===== config.mk =====
export PLATFORM = sky130hd
export DESIGN_NAME = dma_chan_ctl
export DESIGN_NICKNAME = d
export VERILOG_FILES = /design/src/rtl/dma_chan_pkg.sv /design/src/rtl/dma_chan_ptr.sv /design/src/rtl/dma_chan_csr.sv /design/src/rtl/dma_chan_ctl.sv
export SDC_FILE = /design/constraint.sdc
export NUM_CORES = 1
export LEC_CHECK = 0
export CAP_MARGIN = 15
export CELL_PAD_IN_SITES_DETAIL_PLACEMENT = 2
export CELL_PAD_IN_SITES_GLOBAL_PLACEMENT = 2
export CORE_MARGIN = 5
export CORE_UTILIZATION = 35
export CTS_CLUSTER_DIAMETER = 80
export DETAILED_ROUTE_END_ITERATION = 8
export PLACE_DENSITY_LB_ADDON = 0.1
export SETUP_SLACK_MARGIN = 0.15
export SLEW_MARGIN = 20
export SYNTH_ARGS = -nofsm -noshare
export SYNTH_HDL_FRONTEND = slang
export SYNTH_HIERARCHICAL = 1
export SYNTH_SLANG_ARGS = --single-unit

===== constraint.sdc =====
create_clock -name clk -period 4.1 [get_ports clk]
set_input_delay 1.23 -clock clk [delete_from_list [all_inputs] [get_ports clk]]
set_output_delay 1.23 -clock clk [all_outputs]
set_load 0.02 [all_outputs]

===== src/rtl/dma_chan_pkg.sv =====
package dma_chan_pkg;

  localparam int unsigned WORD_BYTES = 4;

  localparam logic [3:0] OFF_CSR  = 4'h0;
  localparam logic [3:0] OFF_ADDR = 4'h4;
  localparam logic [3:0] OFF_CNT  = 4'h8;

  localparam int B_IPEND  = 0;
  localparam int B_EPEND  = 1;
  localparam int B_IEN    = 4;
  localparam int B_SRST   = 7;
  localparam int B_DIR    = 8;
  localparam int B_EN     = 9;
  localparam int B_CYC    = 10;
  localparam int B_CEN    = 13;
  localparam int B_TC     = 14;
  localparam int B_BLO    = 18;
  localparam int B_BHI    = 19;
  localparam int B_DERR   = 22;
  localparam int B_TCIDIS = 23;
  localparam int B_NXEN   = 24;
  localparam int B_ON     = 25;
  localparam int B_AL     = 26;
  localparam int B_NAL    = 27;

  typedef struct packed {
    logic       nx_en;
    logic       tc_nointr;
    logic       err_nostop;
    logic [1:0] burst;
    logic       tc_clr;
    logic       cnt_en;
    logic       dma_en;
    logic       dir;
    logic       srst;
    logic       err_clr;
    logic       int_en;
  } csr_fields_t;

  function automatic logic [4:0] burst_words(input logic [1:0] code);
    case (code)
      2'b00:   return 5'd4;
      2'b01:   return 5'd8;
      2'b10:   return 5'd1;
      default: return 5'd16;
    endcase
  endfunction

  function automatic logic [31:0] addr_step(input logic [31:0] a);
    return a + 32'(WORD_BYTES);
  endfunction

  function automatic logic [31:0] count_step(input logic [31:0] c);
    return (c >= 32'(WORD_BYTES)) ? c - 32'(WORD_BYTES) : 32'd0;
  endfunction

endpackage


===== src/rtl/dma_chan_ptr.sv =====
module dma_chan_ptr
  import dma_chan_pkg::*;
#(
  parameter int CNT_W = 24
) (
  input  logic             clk,
  input  logic             rst_n,
  input  logic             srst,
  input  logic             wr_addr,
  input  logic             wr_cnt,
  input  logic             next_en,
  input  logic             cnt_en,
  input  logic [31:0]      wdata,
  input  logic             word_done,
  output logic [31:0]      cur_addr,
  output logic [CNT_W-1:0] cur_cnt,
  output logic             a_loaded,
  output logic             na_loaded,
  output logic             cnt_zero,
  output logic             tc_hit,
  output logic             reload_go
);

  logic [31:0]      next_addr;
  logic [CNT_W-1:0] next_cnt;
  logic [CNT_W-1:0] cnt_after;
  logic             wr_cur_addr, wr_nxt_addr, wr_cur_cnt, wr_nxt_cnt;

  assign wr_cur_addr = wr_addr & ~next_en;
  assign wr_nxt_addr = wr_addr &  next_en;
  assign wr_cur_cnt  = wr_cnt  & ~next_en;
  assign wr_nxt_cnt  = wr_cnt  &  next_en;

  assign cnt_after = CNT_W'(count_step(32'(cur_cnt)));
  assign cnt_zero  = (cur_cnt == '0);
  assign tc_hit    = word_done & cnt_en & (cnt_after == '0);
  assign reload_go = tc_hit & next_en & na_loaded;

  always_ff @(posedge clk or negedge rst_n) begin
    if (!rst_n) begin
      cur_addr  <= '0;
      cur_cnt   <= '0;
      next_addr <= '0;
      next_cnt  <= '0;
    end else begin
      if (wr_nxt_addr) next_addr <= wdata;
      if (wr_nxt_cnt)  next_cnt  <= wdata[CNT_W-1:0];
      if (wr_cur_addr)    cur_addr <= wdata;
      else if (word_done) cur_addr <= reload_go ? next_addr : addr_step(cur_addr);
      if (wr_cur_cnt)               cur_cnt <= wdata[CNT_W-1:0];
      else if (word_done && cnt_en) cur_cnt <= reload_go ? next_cnt : cnt_after;
    end
  end

  always_ff @(posedge clk or negedge rst_n) begin
    if (!rst_n) begin
      a_loaded  <= 1'b0;
      na_loaded <= 1'b0;
    end else if (srst) begin
      a_loaded  <= 1'b0;
      na_loaded <= 1'b0;
    end else begin
      if (wr_cur_addr) a_loaded <= 1'b1;
      if (wr_nxt_addr)    na_loaded <= 1'b1;
      else if (reload_go) na_loaded <= 1'b0;
    end
  end

  AST_RELOAD_NA_CLEAR: assert property (@(posedge clk) disable iff (!rst_n)
    reload_go && !wr_nxt_addr |=> !na_loaded);
  AST_RELOAD_COPY: assert property (@(posedge clk) disable iff (!rst_n)
    reload_go && !wr_cur_addr && !wr_nxt_addr |=> cur_addr == $past(next_addr));
  AST_ADDR_STEP: assert property (@(posedge clk) disable iff (!rst_n)
    word_done && !reload_go && !wr_cur_addr |=> cur_addr == $past(cur_addr) + 32'd4);
  AST_CNT_FROZEN: assert property (@(posedge clk) disable iff (!rst_n)
    !cnt_en && !wr_cur_cnt |=> $stable(cur_cnt));

endmodule


===== src/rtl/dma_chan_csr.sv =====
module dma_chan_csr
  import dma_chan_pkg::*;
#(
  parameter logic [3:0] DEV_ID = 4'hC
) (
  input  logic        clk,
  input  logic        rst_n,
  input  logic        csr_wr,
  input  csr_fields_t wf,
  input  logic        tc_hit,
  input  logic        err_hit,
  input  logic        halt_go,
  input  logic        cyc_pend,
  input  logic        a_loaded,
  input  logic        na_loaded,
  output logic        int_en,
  output logic        srst,
  output logic        dir,
  output logic        dma_en,
  output logic        cnt_en,
  output logic        err_nostop,
  output logic        tc_nointr,
  output logic        next_en,
  output logic [1:0]  burst,
  output logic        tc_flag,
  output logic        err_flag,
  output logic        intr_cause,
  output logic [31:0] csr_value
);

  logic err_stop;
  assign err_stop = err_hit & ~err_nostop;

  always_ff @(posedge clk or negedge rst_n) begin
    if (!rst_n) begin
      int_en     <= 1'b0;
      srst       <= 1'b0;
      dir        <= 1'b0;
      dma_en     <= 1'b0;
      cnt_en     <= 1'b0;
      err_nostop <= 1'b0;
      tc_nointr  <= 1'b0;
      next_en    <= 1'b0;
      burst      <= 2'b00;
    end else begin
      if (csr_wr) begin
        int_en     <= wf.int_en;
        srst       <= wf.srst;
        dir        <= wf.dir;
        dma_en     <= wf.dma_en;
        cnt_en     <= wf.cnt_en;
        err_nostop <= wf.err_nostop;
        tc_nointr  <= wf.tc_nointr;
        next_en    <= wf.nx_en;
        burst      <= wf.burst;
      end
      if (halt_go || err_stop) dma_en <= 1'b0;
    end
  end

  always_ff @(posedge clk or negedge rst_n) begin
    if (!rst_n) begin
      tc_flag  <= 1'b0;
      err_flag <= 1'b0;
    end else if (srst) begin
      tc_flag  <= 1'b0;
      err_flag <= 1'b0;
    end else begin
      if (tc_hit)                   tc_flag <= 1'b1;
      else if (csr_wr && wf.tc_clr) tc_flag <= 1'b0;
      if (err_hit)                   err_flag <= 1'b1;
      else if (csr_wr && wf.err_clr) err_flag <= 1'b0;
    end
  end

  assign intr_cause = err_flag | (tc_flag & ~tc_nointr);

  always_comb begin
    csr_value             = '0;
    csr_value[31:28]      = DEV_ID;
    csr_value[B_NAL]      = na_loaded;
    csr_value[B_AL]       = a_loaded;
    csr_value[B_ON]       = dma_en & ~srst;
    csr_value[B_NXEN]     = next_en;
    csr_value[B_TCIDIS]   = tc_nointr;
    csr_value[B_DERR]     = err_nostop;
    csr_value[B_BHI:B_BLO] = burst;
    csr_value[B_TC]       = tc_flag;
    csr_value[B_CEN]      = cnt_en;
    csr_value[B_CYC]      = cyc_pend;
    csr_value[B_EN]       = dma_en;
    csr_value[B_DIR]      = dir;
    csr_value[B_SRST]     = srst;
    csr_value[B_IEN]      = int_en;
    csr_value[B_EPEND]    = err_flag;
    csr_value[B_IPEND]    = intr_cause;
  end

  AST_TC_SET: assert property (@(posedge clk) disable iff (!rst_n)
    tc_hit && !srst |=> tc_flag);
  AST_TC_W1C: assert property (@(posedge clk) disable iff (!rst_n)
    csr_wr && wf.tc_clr && !tc_hit |=> !tc_flag);
  AST_HALT_CLEARS_EN: assert property (@(posedge clk) disable iff (!rst_n)
    halt_go |=> !dma_en);
  AST_ERR_STOP: assert property (@(posedge clk) disable iff (!rst_n)
    err_hit && !err_nostop |=> !dma_en);
  AST_SRST_CLEARS: assert property (@(posedge clk) disable iff (!rst_n)
    srst |=> !tc_flag && !err_flag);

endmodule


===== src/rtl/dma_chan_ctl.sv =====
module dma_chan_ctl
  import dma_chan_pkg::*;
#(
  parameter int         CNT_W  = 24,
  parameter logic [3:0] DEV_ID = 4'hC
) (
  input  logic        clk,
  input  logic        rst_n,
  input  logic        reg_wr,
  input  logic [3:0]  reg_addr,
  input  logic [31:0] reg_wdata,
  output logic [31:0] reg_rdata,
  output logic        xfer_req,
  input  logic        xfer_ack,
  input  logic        xfer_err,
  output logic [31:0] xfer_addr,
  output logic        xfer_dir,
  output logic [4:0]  xfer_burst,
  output logic        irq
);

  csr_fields_t      wf;
  logic             csr_wr, wr_addr, wr_cnt;
  logic             word_done, err_hit, tc_hit, reload_go, halt_go;
  logic             int_en, srst, dma_en, cnt_en, err_nostop, tc_nointr, next_en;
  logic [1:0]       burst;
  logic             tc_flag, err_flag, intr_cause;
  logic [31:0]      csr_value, cur_addr;
  logic [CNT_W-1:0] cur_cnt;
  logic             a_loaded, na_loaded, cnt_zero;
  logic             unused_wbits;

  assign csr_wr  = reg_wr & (reg_addr == OFF_CSR);
  assign wr_addr = reg_wr & (reg_addr == OFF_ADDR);
  assign wr_cnt  = reg_wr & (reg_addr == OFF_CNT);

  assign wf.nx_en      = reg_wdata[B_NXEN];
  assign wf.tc_nointr  = reg_wdata[B_TCIDIS];
  assign wf.err_nostop = reg_wdata[B_DERR];
  assign wf.burst      = reg_wdata[B_BHI:B_BLO];
  assign wf.tc_clr     = reg_wdata[B_TC];
  assign wf.cnt_en     = reg_wdata[B_CEN];
  assign wf.dma_en     = reg_wdata[B_EN];
  assign wf.dir        = reg_wdata[B_DIR];
  assign wf.srst       = reg_wdata[B_SRST];
  assign wf.err_clr    = reg_wdata[B_EPEND];
  assign wf.int_en     = reg_wdata[B_IEN];

  assign xfer_req  = dma_en & ~srst & a_loaded & (~cnt_en | ~cnt_zero);
  assign word_done = xfer_req & xfer_ack;
  assign err_hit   = word_done & xfer_err;
  assign halt_go   = tc_hit & ~reload_go;

  dma_chan_ptr #(.CNT_W(CNT_W)) u_ptr (
    .clk       (clk),
    .rst_n     (rst_n),
    .srst      (srst),
    .wr_addr   (wr_addr),
    .wr_cnt    (wr_cnt),
    .next_en   (next_en),
    .cnt_en    (cnt_en),
    .wdata     (reg_wdata),
    .word_done (word_done),
    .cur_addr  (cur_addr),
    .cur_cnt   (cur_cnt),
    .a_loaded  (a_loaded),
    .na_loaded (na_loaded),
    .cnt_zero  (cnt_zero),
    .tc_hit    (tc_hit),
    .reload_go (reload_go)
  );

  dma_chan_csr #(.DEV_ID(DEV_ID)) u_csr (
    .clk        (clk),
    .rst_n      (rst_n),
    .csr_wr     (csr_wr),
    .wf         (wf),
    .tc_hit     (tc_hit),
    .err_hit    (err_hit),
    .halt_go    (halt_go),
    .cyc_pend   (xfer_req),
    .a_loaded   (a_loaded),
    .na_loaded  (na_loaded),
    .int_en     (int_en),
    .srst       (srst),
    .dir        (xfer_dir),
    .dma_en     (dma_en),
    .cnt_en     (cnt_en),
    .err_nostop (err_nostop),
    .tc_nointr  (tc_nointr),
    .next_en    (next_en),
    .burst      (burst),
    .tc_flag    (tc_flag),
    .err_flag   (err_flag),
    .intr_cause (intr_cause),
    .csr_value  (csr_value)
  );

  assign irq        = int_en & intr_cause;
  assign xfer_addr  = cur_addr;
  assign xfer_burst = burst_words(burst);

  assign unused_wbits = ^{reg_wdata[31:28], reg_wdata[21:20], reg_wdata[17:15],
                          reg_wdata[12:11], reg_wdata[6:5], reg_wdata[3:2]};

  always_comb begin
    case (reg_addr)
      OFF_CSR:  reg_rdata = csr_value;
      OFF_ADDR: reg_rdata = cur_addr;
      OFF_CNT:  reg_rdata = 32'(cur_cnt);
      default:  reg_rdata = '0;
    endcase
  end

  AST_TC_IRQ: assert property (@(posedge clk) disable iff (!rst_n)
    tc_hit && int_en && !tc_nointr && !srst && !reg_wr |=> irq);
  AST_NO_REQ_AFTER_HALT: assert property (@(posedge clk) disable iff (!rst_n)
    halt_go && !reg_wr |=> !xfer_req);
  AST_SRST_QUIET: assert property (@(posedge clk) disable iff (!rst_n)
    $past(srst) && srst |-> !xfer_req && !a_loaded);

endmodule


======== Word-level counts from Yosys, hierarchy flattened ========
Index checks and enable logic that the tools add are counted.
cells by class
  add/subtract/negate cells ............... 2
  magnitude comparators ................... 1
  eq/ne operators ......................... 4
  muxes and demuxes ....................... 22
  bitwise logic cells ..................... 29
  reduce and logical (&&, ||, !) cells .... 15
operators by type and width
  operator                 number
  $mux W24                 4
  $mux W32                 3
  $pmux W32 S3             1
  $logic_not A24 Y1        2
  $add A32 B3 Y32 const B  1
  $ge A24 B3 Y1 const B    1
  $sub A24 B3 Y24 const B  1
  $and A1 B1 Y1            20
  $pmux W5 S3              1
  $mux W1                  13
  $reduce_bool A3 Y1       3
  $reduce_bool A2 Y1       4
  $not A1 Y1               7
  $eq A4 B3 Y1 const B     1
  $eq A4 B4 Y1 const B     1
  $logic_not A4 Y1         1
  $logic_and A1 B1 Y1      3
  $eq A2 B1 Y1 const B     1
  $eq A2 B2 Y1 const B     1
  $logic_not A2 Y1         1
  $or A1 B1 Y1             2
  $logic_or A1 B1 Y1       1
storage, ports and cells
  register bits ........................... 126
  output and inout port bits .............. 72
  logic and storage cells ................. 90

======== Longest topological paths before layout ========
  word-level depth ........................ 13
  gate-level depth with buffers ........... 16
  gate-level depth less buffers ........... 11

======== Cells and area by module ========
Netlist, hierarchy kept.
modules (own cells, without submodules)
  module        instances  cells an instance  area each (µm²)  seq. area each (µm²)
  dma_chan_ptr  1          648                6344.8           2852.7
  dma_chan_ctl  1          95                 807.0            0.0
  dma_chan_csr  1          68                 726.9            300.3

======== Least setup slack after synthesis ========
Ideal clock, no wire load.
  kind .................................... flip-flop to output port
  start ................................... register u_ptr.cur_cnt[2]
  end ..................................... output port reg_rdata[10]
  arrival time ............................ 2.265 ns
  path slack .............................. 0.605 ns
  stages on the path, launching flop included .. 10
  path buffers ............................ 2
  path through ............................ dfrtp_1 > clkbuf_1 > inv_1 > ha_1 > nand4_1 > nor3_1 > a211oi_1 > buf_4 > mux2i_1 > o2bb2ai_1
on the way
  longest elaborated chain between the ends .. 5
RTL lines
  what                      RTL line             RTL
  start: declaration        dma_chan_ptr.sv:16   output logic [CNT_W-1:0] cur_cnt,
  start signal: assignment  dma_chan_ptr.sv:50   if (wr_cur_cnt) cur_cnt <= wdata[CNT_W-1:0];
  start signal: assignment  dma_chan_ptr.sv:51   else if (word_done && cnt_en) cur_cnt <= reload_go ? next_cnt : cnt_after;
  $logic_not A24 Y1         dma_chan_ptr.sv:35   assign cnt_zero = (cur_cnt == '0);
  named net cnt_zero        dma_chan_ctl.sv:30   logic a_loaded, na_loaded, cnt_zero;
  $not A1 Y1                dma_chan_ctl.sv:49   assign xfer_req = dma_en & ~srst & a_loaded & (~cnt_en | ~cnt_zero);
  $or A1 B1 Y1              dma_chan_ctl.sv:49
  $and A1 B1 Y1             dma_chan_ctl.sv:49
  named net xfer_req        dma_chan_ctl.sv:13   output logic xfer_req,
  $pmux W32 S3              dma_chan_ctl.sv:107  case (reg_addr)
  end: declaration          dma_chan_ctl.sv:12   output logic [31:0] reg_rdata,
The timed path passes the listed nets, and every way through them passes these cells.

======== Final worst setup path ========
  start ................................... input port reg_addr[2]
  end ..................................... output port reg_rdata[16]
on the way
  longest elaborated chain between the ends .. 2
  elaborated cells between the ends (all ways) .. 4
  those cells by class .................... 2 x eq/ne; 1 x mux; 1 x reduce/logical
RTL lines
  what                                        RTL line             RTL
  start: declaration                          dma_chan_ctl.sv:10   input logic [3:0] reg_addr,
  $eq A4 B4 Y1, or another cell as far along  dma_chan_ctl.sv:107
  $pmux W32 S3 (*)                            dma_chan_ctl.sv:107
Mark *: on every way between the ends. The rest lies on a longest branch, timed or not.

==> flow_summary.yaml <==
run_status:
  result_of_the_run: "completed"
finish:
  diode_insertion_count_for_antenna_repair: 0
  layout-drive-gt1-share_pct: 22.3
  most_frequent_standard_cell_in_the_layout_excluding_fill_and_tap_cells: "sky130_fd_sc_hd__dfrtp_1"
  filler_cell_count: 2359
  layout.cells.non_filler: 1229
  area.growth.synth_to_final_pct: 26.2
  nNetsFinal: 981
  layout_common_cells: "126 x sky130_fd_sc_hd__dfrtp_1, 79 x sky130_fd_sc_hd__nand2_1, 75 x sky130_fd_sc_hd__clkdlybuf4s50_1"
global_routing:
  overflow: 0
  grt_pass1_wl_mm: 49.2
  antenna_found_initial: 0
  grt_util_all_layers_pct: 24.5
  grt_max_degree: 54
  first_global_vias: 8058
placement:
  io_buffer_count: 111
  dp.final_hpwl_mm: 22.6
  dp_cells: 1194
  gp_routability_congestion: 0.896
worst_setup_path:
  critical_path.startpoint_type: "input pin"
  worstPathRequired_ps: 2870
  cp_arrival_ps: 2660
  cp-end-kind: "primary output"
  path_max_fanout: 13
  path_class: "in -> out"
clock_tree:
  cts.sinks: 126
  cts_tree: "yes"
  h-tree-depth: 4
  clk_root_buffer_cell: "sky130_fd_sc_hd__clkbuf_16"
  cts-buffers-inserted: 17
  latest_clock_arrival_within_the_worst_skew_pair_ps: 430
  cts-root-to-sink-buffers: 2
  clk_pin_slew_worst_paths_ps: 60
power_and_ir_drop:
  post-layout-total-power_mw: 5.72
  power_per_unit_of_standard_cell_area_nw_per_um2: 575
  irDropWorstVdd_mv: 0.276
  power_leakage_nw: 4.49
synth:
  synthTopCellsByArea: "sky130_fd_sc_hd__dfrtp_1 40%, sky130_fd_sc_hd__mux2_2 9.1%, sky130_fd_sc_hd__mux2i_1 8.0%"
  synth-adder-area-share_pct: 0.635
  synth_area_per_cell_um2: 9.71
  synth_flop_type: "sky130_fd_sc_hd__dfrtp_1"
  synth_sequential_area_ratio_pct: 40.0
  synth_top_family_by_area: "simple AND/OR/NAND/NOR gates"
  complex_gate_fraction_of_the_synthesized_area_pct: 13.8
  synth-edff-count: 0
  synthDominantAreaCellType: "sky130_fd_sc_hd__dfrtp_1"
  synth_simple_gate_area_share_pct: 17.2
  yosys.area_share.xor_xnor_pct: 3.67
  share_of_cell_area_taken_by_muxes_after_synthesis_pct: 17.2
  synth-seq-cells: 126
  synthArstFlopShare_pct: 100
  postSynthCellCount: 811
  synthesis.yosys.warnings: 6
  netlist_area_before_placement_um2: 7880
  yosysUniqueCellTypes: 58
  post_synth_top_area_share_pct: 40.0
timing:
  max_slew_margin_pct: 41.8
  timing.final.crit_period_ps: 3890
  timing.final.max_slew_violations: 0
  final_min_period_over_clock_period_pct: 94.8
  achievable-frequency_ghz: 0.257
  final_setup_violations: 0
  clock_skew_ps: 16.1
  setup_repair_after_global_routing_missed_its_margin: "no"
  finalHoldViolCount: 0
  worst-slew-pin-transition_ps: 867
route:
  route.detailed.drc: 0
  totalWireLength_mm: 31.6
  dr_total_vias: 7074
  detail-route-antenna-nets: 0
  drt-initial-drc-count: 324
  post_drt_via_cell_ratio: 5.76
  average_wire_per_standard_cell_um: 25.7
  drt-pass1-iter-count: 5
floorplanning:
  io-pin-count: 113
  core.rowCount: 54
  core_region_area_um2: 22000
  dieHeight_um: 160
  start_util_pct: 35.8
  dieArea_um2: 25600
  die-width_um: 160
min_path:
  hp-class: "reg -> reg"
flow_run:
  cap_violations: 0
[cell families after synthesis]
group | Yosys count
DFF | 126
buffers and inverters | 92
muxes | 127
and+or+nand+nor | 253
AOI/OAI and AO/OA | 173
other | 3
xor gates and xnor gates | 33
adders and majority gates | 4
[layout make-up]
| cell class | count | area (um^2) | area share (%) |
|---|---|---|---|
| tap | 280 | 350 | 3.52 |
| clock inverter | 12 | 158 | 1.59 |
| multi-input combinational | 606 | 4250 | 42.7 |
| inverter | 10 | 38.8 | 0.390 |
| timing repair buffer | 175 | 1530 | 15.4 |
| clock buffer | 20 | 467 | 4.69 |
| sequential | 126 | 3150 | 31.7 |
[metrics by stage]
step / hold slack, ps / setup TNS, ps / utilization [%] / worst slack (ps) / cell area [um^2]
after CTS: 480 / 0 / 45.0 / 17.3 / 9900
after global routing: 499 / 0 / 45.2 / 147 / 9950
after detailed placement: 466 / -10200 / 42.5 / -407 / 9350
final: 484 / 0 / 45.2 / 212 / 9950
after global placement: 451 / -7720 / 42.5 / -293 / 9350
after floorplan: 439 / 0 / - / 605 / 7930
[path summary, 6_finish.rpt]
check,start,endpoint,slack (ps),cells past startpoint
min in group asynchronous,rst_n,u_ptr/cur_addr[8]$_DFFE_PN0P_,860,1
worst min-delay path,u_ptr/next_cnt[21]$_DFFE_PN0P_,u_ptr/cur_cnt[21]$_DFFE_PN0P_,480,2
worst max-delay path,reg_addr[2],reg_rdata[16],210,5
worst min register to register,u_ptr/next_cnt[21]$_DFFE_PN0P_,u_ptr/cur_cnt[21]$_DFFE_PN0P_,480,2
worst max register to register,u_ptr/cur_cnt[6]$_DFFE_PN0P_,u_ptr/cur_addr[17]$_DFFE_PN0P_,440,10
max in group asynchronous,rst_n,u_ptr/a_loaded$_DFFE_PN0P_,2370,2
[synth_stat cells, types with 12 or more instances]
| library cell | number |
|---|---|
| sky130_fd_sc_hd__a21oi_1 | 42 |
| sky130_fd_sc_hd__mux2_2 | 64 |
| sky130_fd_sc_hd__o2bb2ai_1 | 21 |
| sky130_fd_sc_hd__buf_6 | 12 |
| sky130_fd_sc_hd__nor3_1 | 15 |
| sky130_fd_sc_hd__nor3b_1 | 30 |
| sky130_fd_sc_hd__nor2_1 | 42 |
| sky130_fd_sc_hd__o21ai_0 | 70 |
| sky130_fd_sc_hd__buf_4 | 32 |
| sky130_fd_sc_hd__clkbuf_1 | 28 |
| sky130_fd_sc_hd__dfrtp_1 | 126 |
| sky130_fd_sc_hd__mux2i_1 | 63 |
| sky130_fd_sc_hd__nand3_1 | 22 |
| sky130_fd_sc_hd__nand2_1 | 79 |
| sky130_fd_sc_hd__xnor2_1 | 26 |
| sky130_fd_sc_hd__nand4_1 | 16 |
[state kept, by name, summed over array words and instances, names as in the netlist, 2 cells and up]
register and count:
u_ptr/cur_addr 32, u_ptr/next_addr 32, u_ptr/cur_cnt 24, u_ptr/next_cnt 24, u_csr/burst 2
[critical path: stages]
cell and delay, ps:
sky130_fd_sc_hd__clkdlybuf4s50_1 460, sky130_fd_sc_hd__or3_4 380, sky130_fd_sc_hd__buf_4 220, sky130_fd_sc_hd__o2bb2ai_1 190, sky130_fd_sc_hd__buf_4 170
[repair_timing]
action	4_1_cts	5_1_grt
buffers inserted	0	2
hold buffers	0	0
cloned	0	1
resized for setup	113	14
hold endpoints to repair	0	0
setup endpoints to repair	33	27
pin swaps	0	2
[layer usage]
metal  vias up  track usage [%]  wire length, um
met5         -                0                0
met2       173             42.0            15700
li1       3144                -                -
met1      3721             32.7            14400
met4         0             6.26              518
met3        36             3.56              935
[power breakdown]
| part | internal (mW) | switching [mW] | total (mW) | leakage [nW] |
|---|---|---|---|---|
| logic | 0.944 | 1.05 | 2.00 | 2.58 |
| registers | 1.58 | 0.499 | 2.08 | 1.62 |
| clock network | 1.01 | 0.631 | 1.64 | 0.299 |
(Power assumes the default switching activity.)
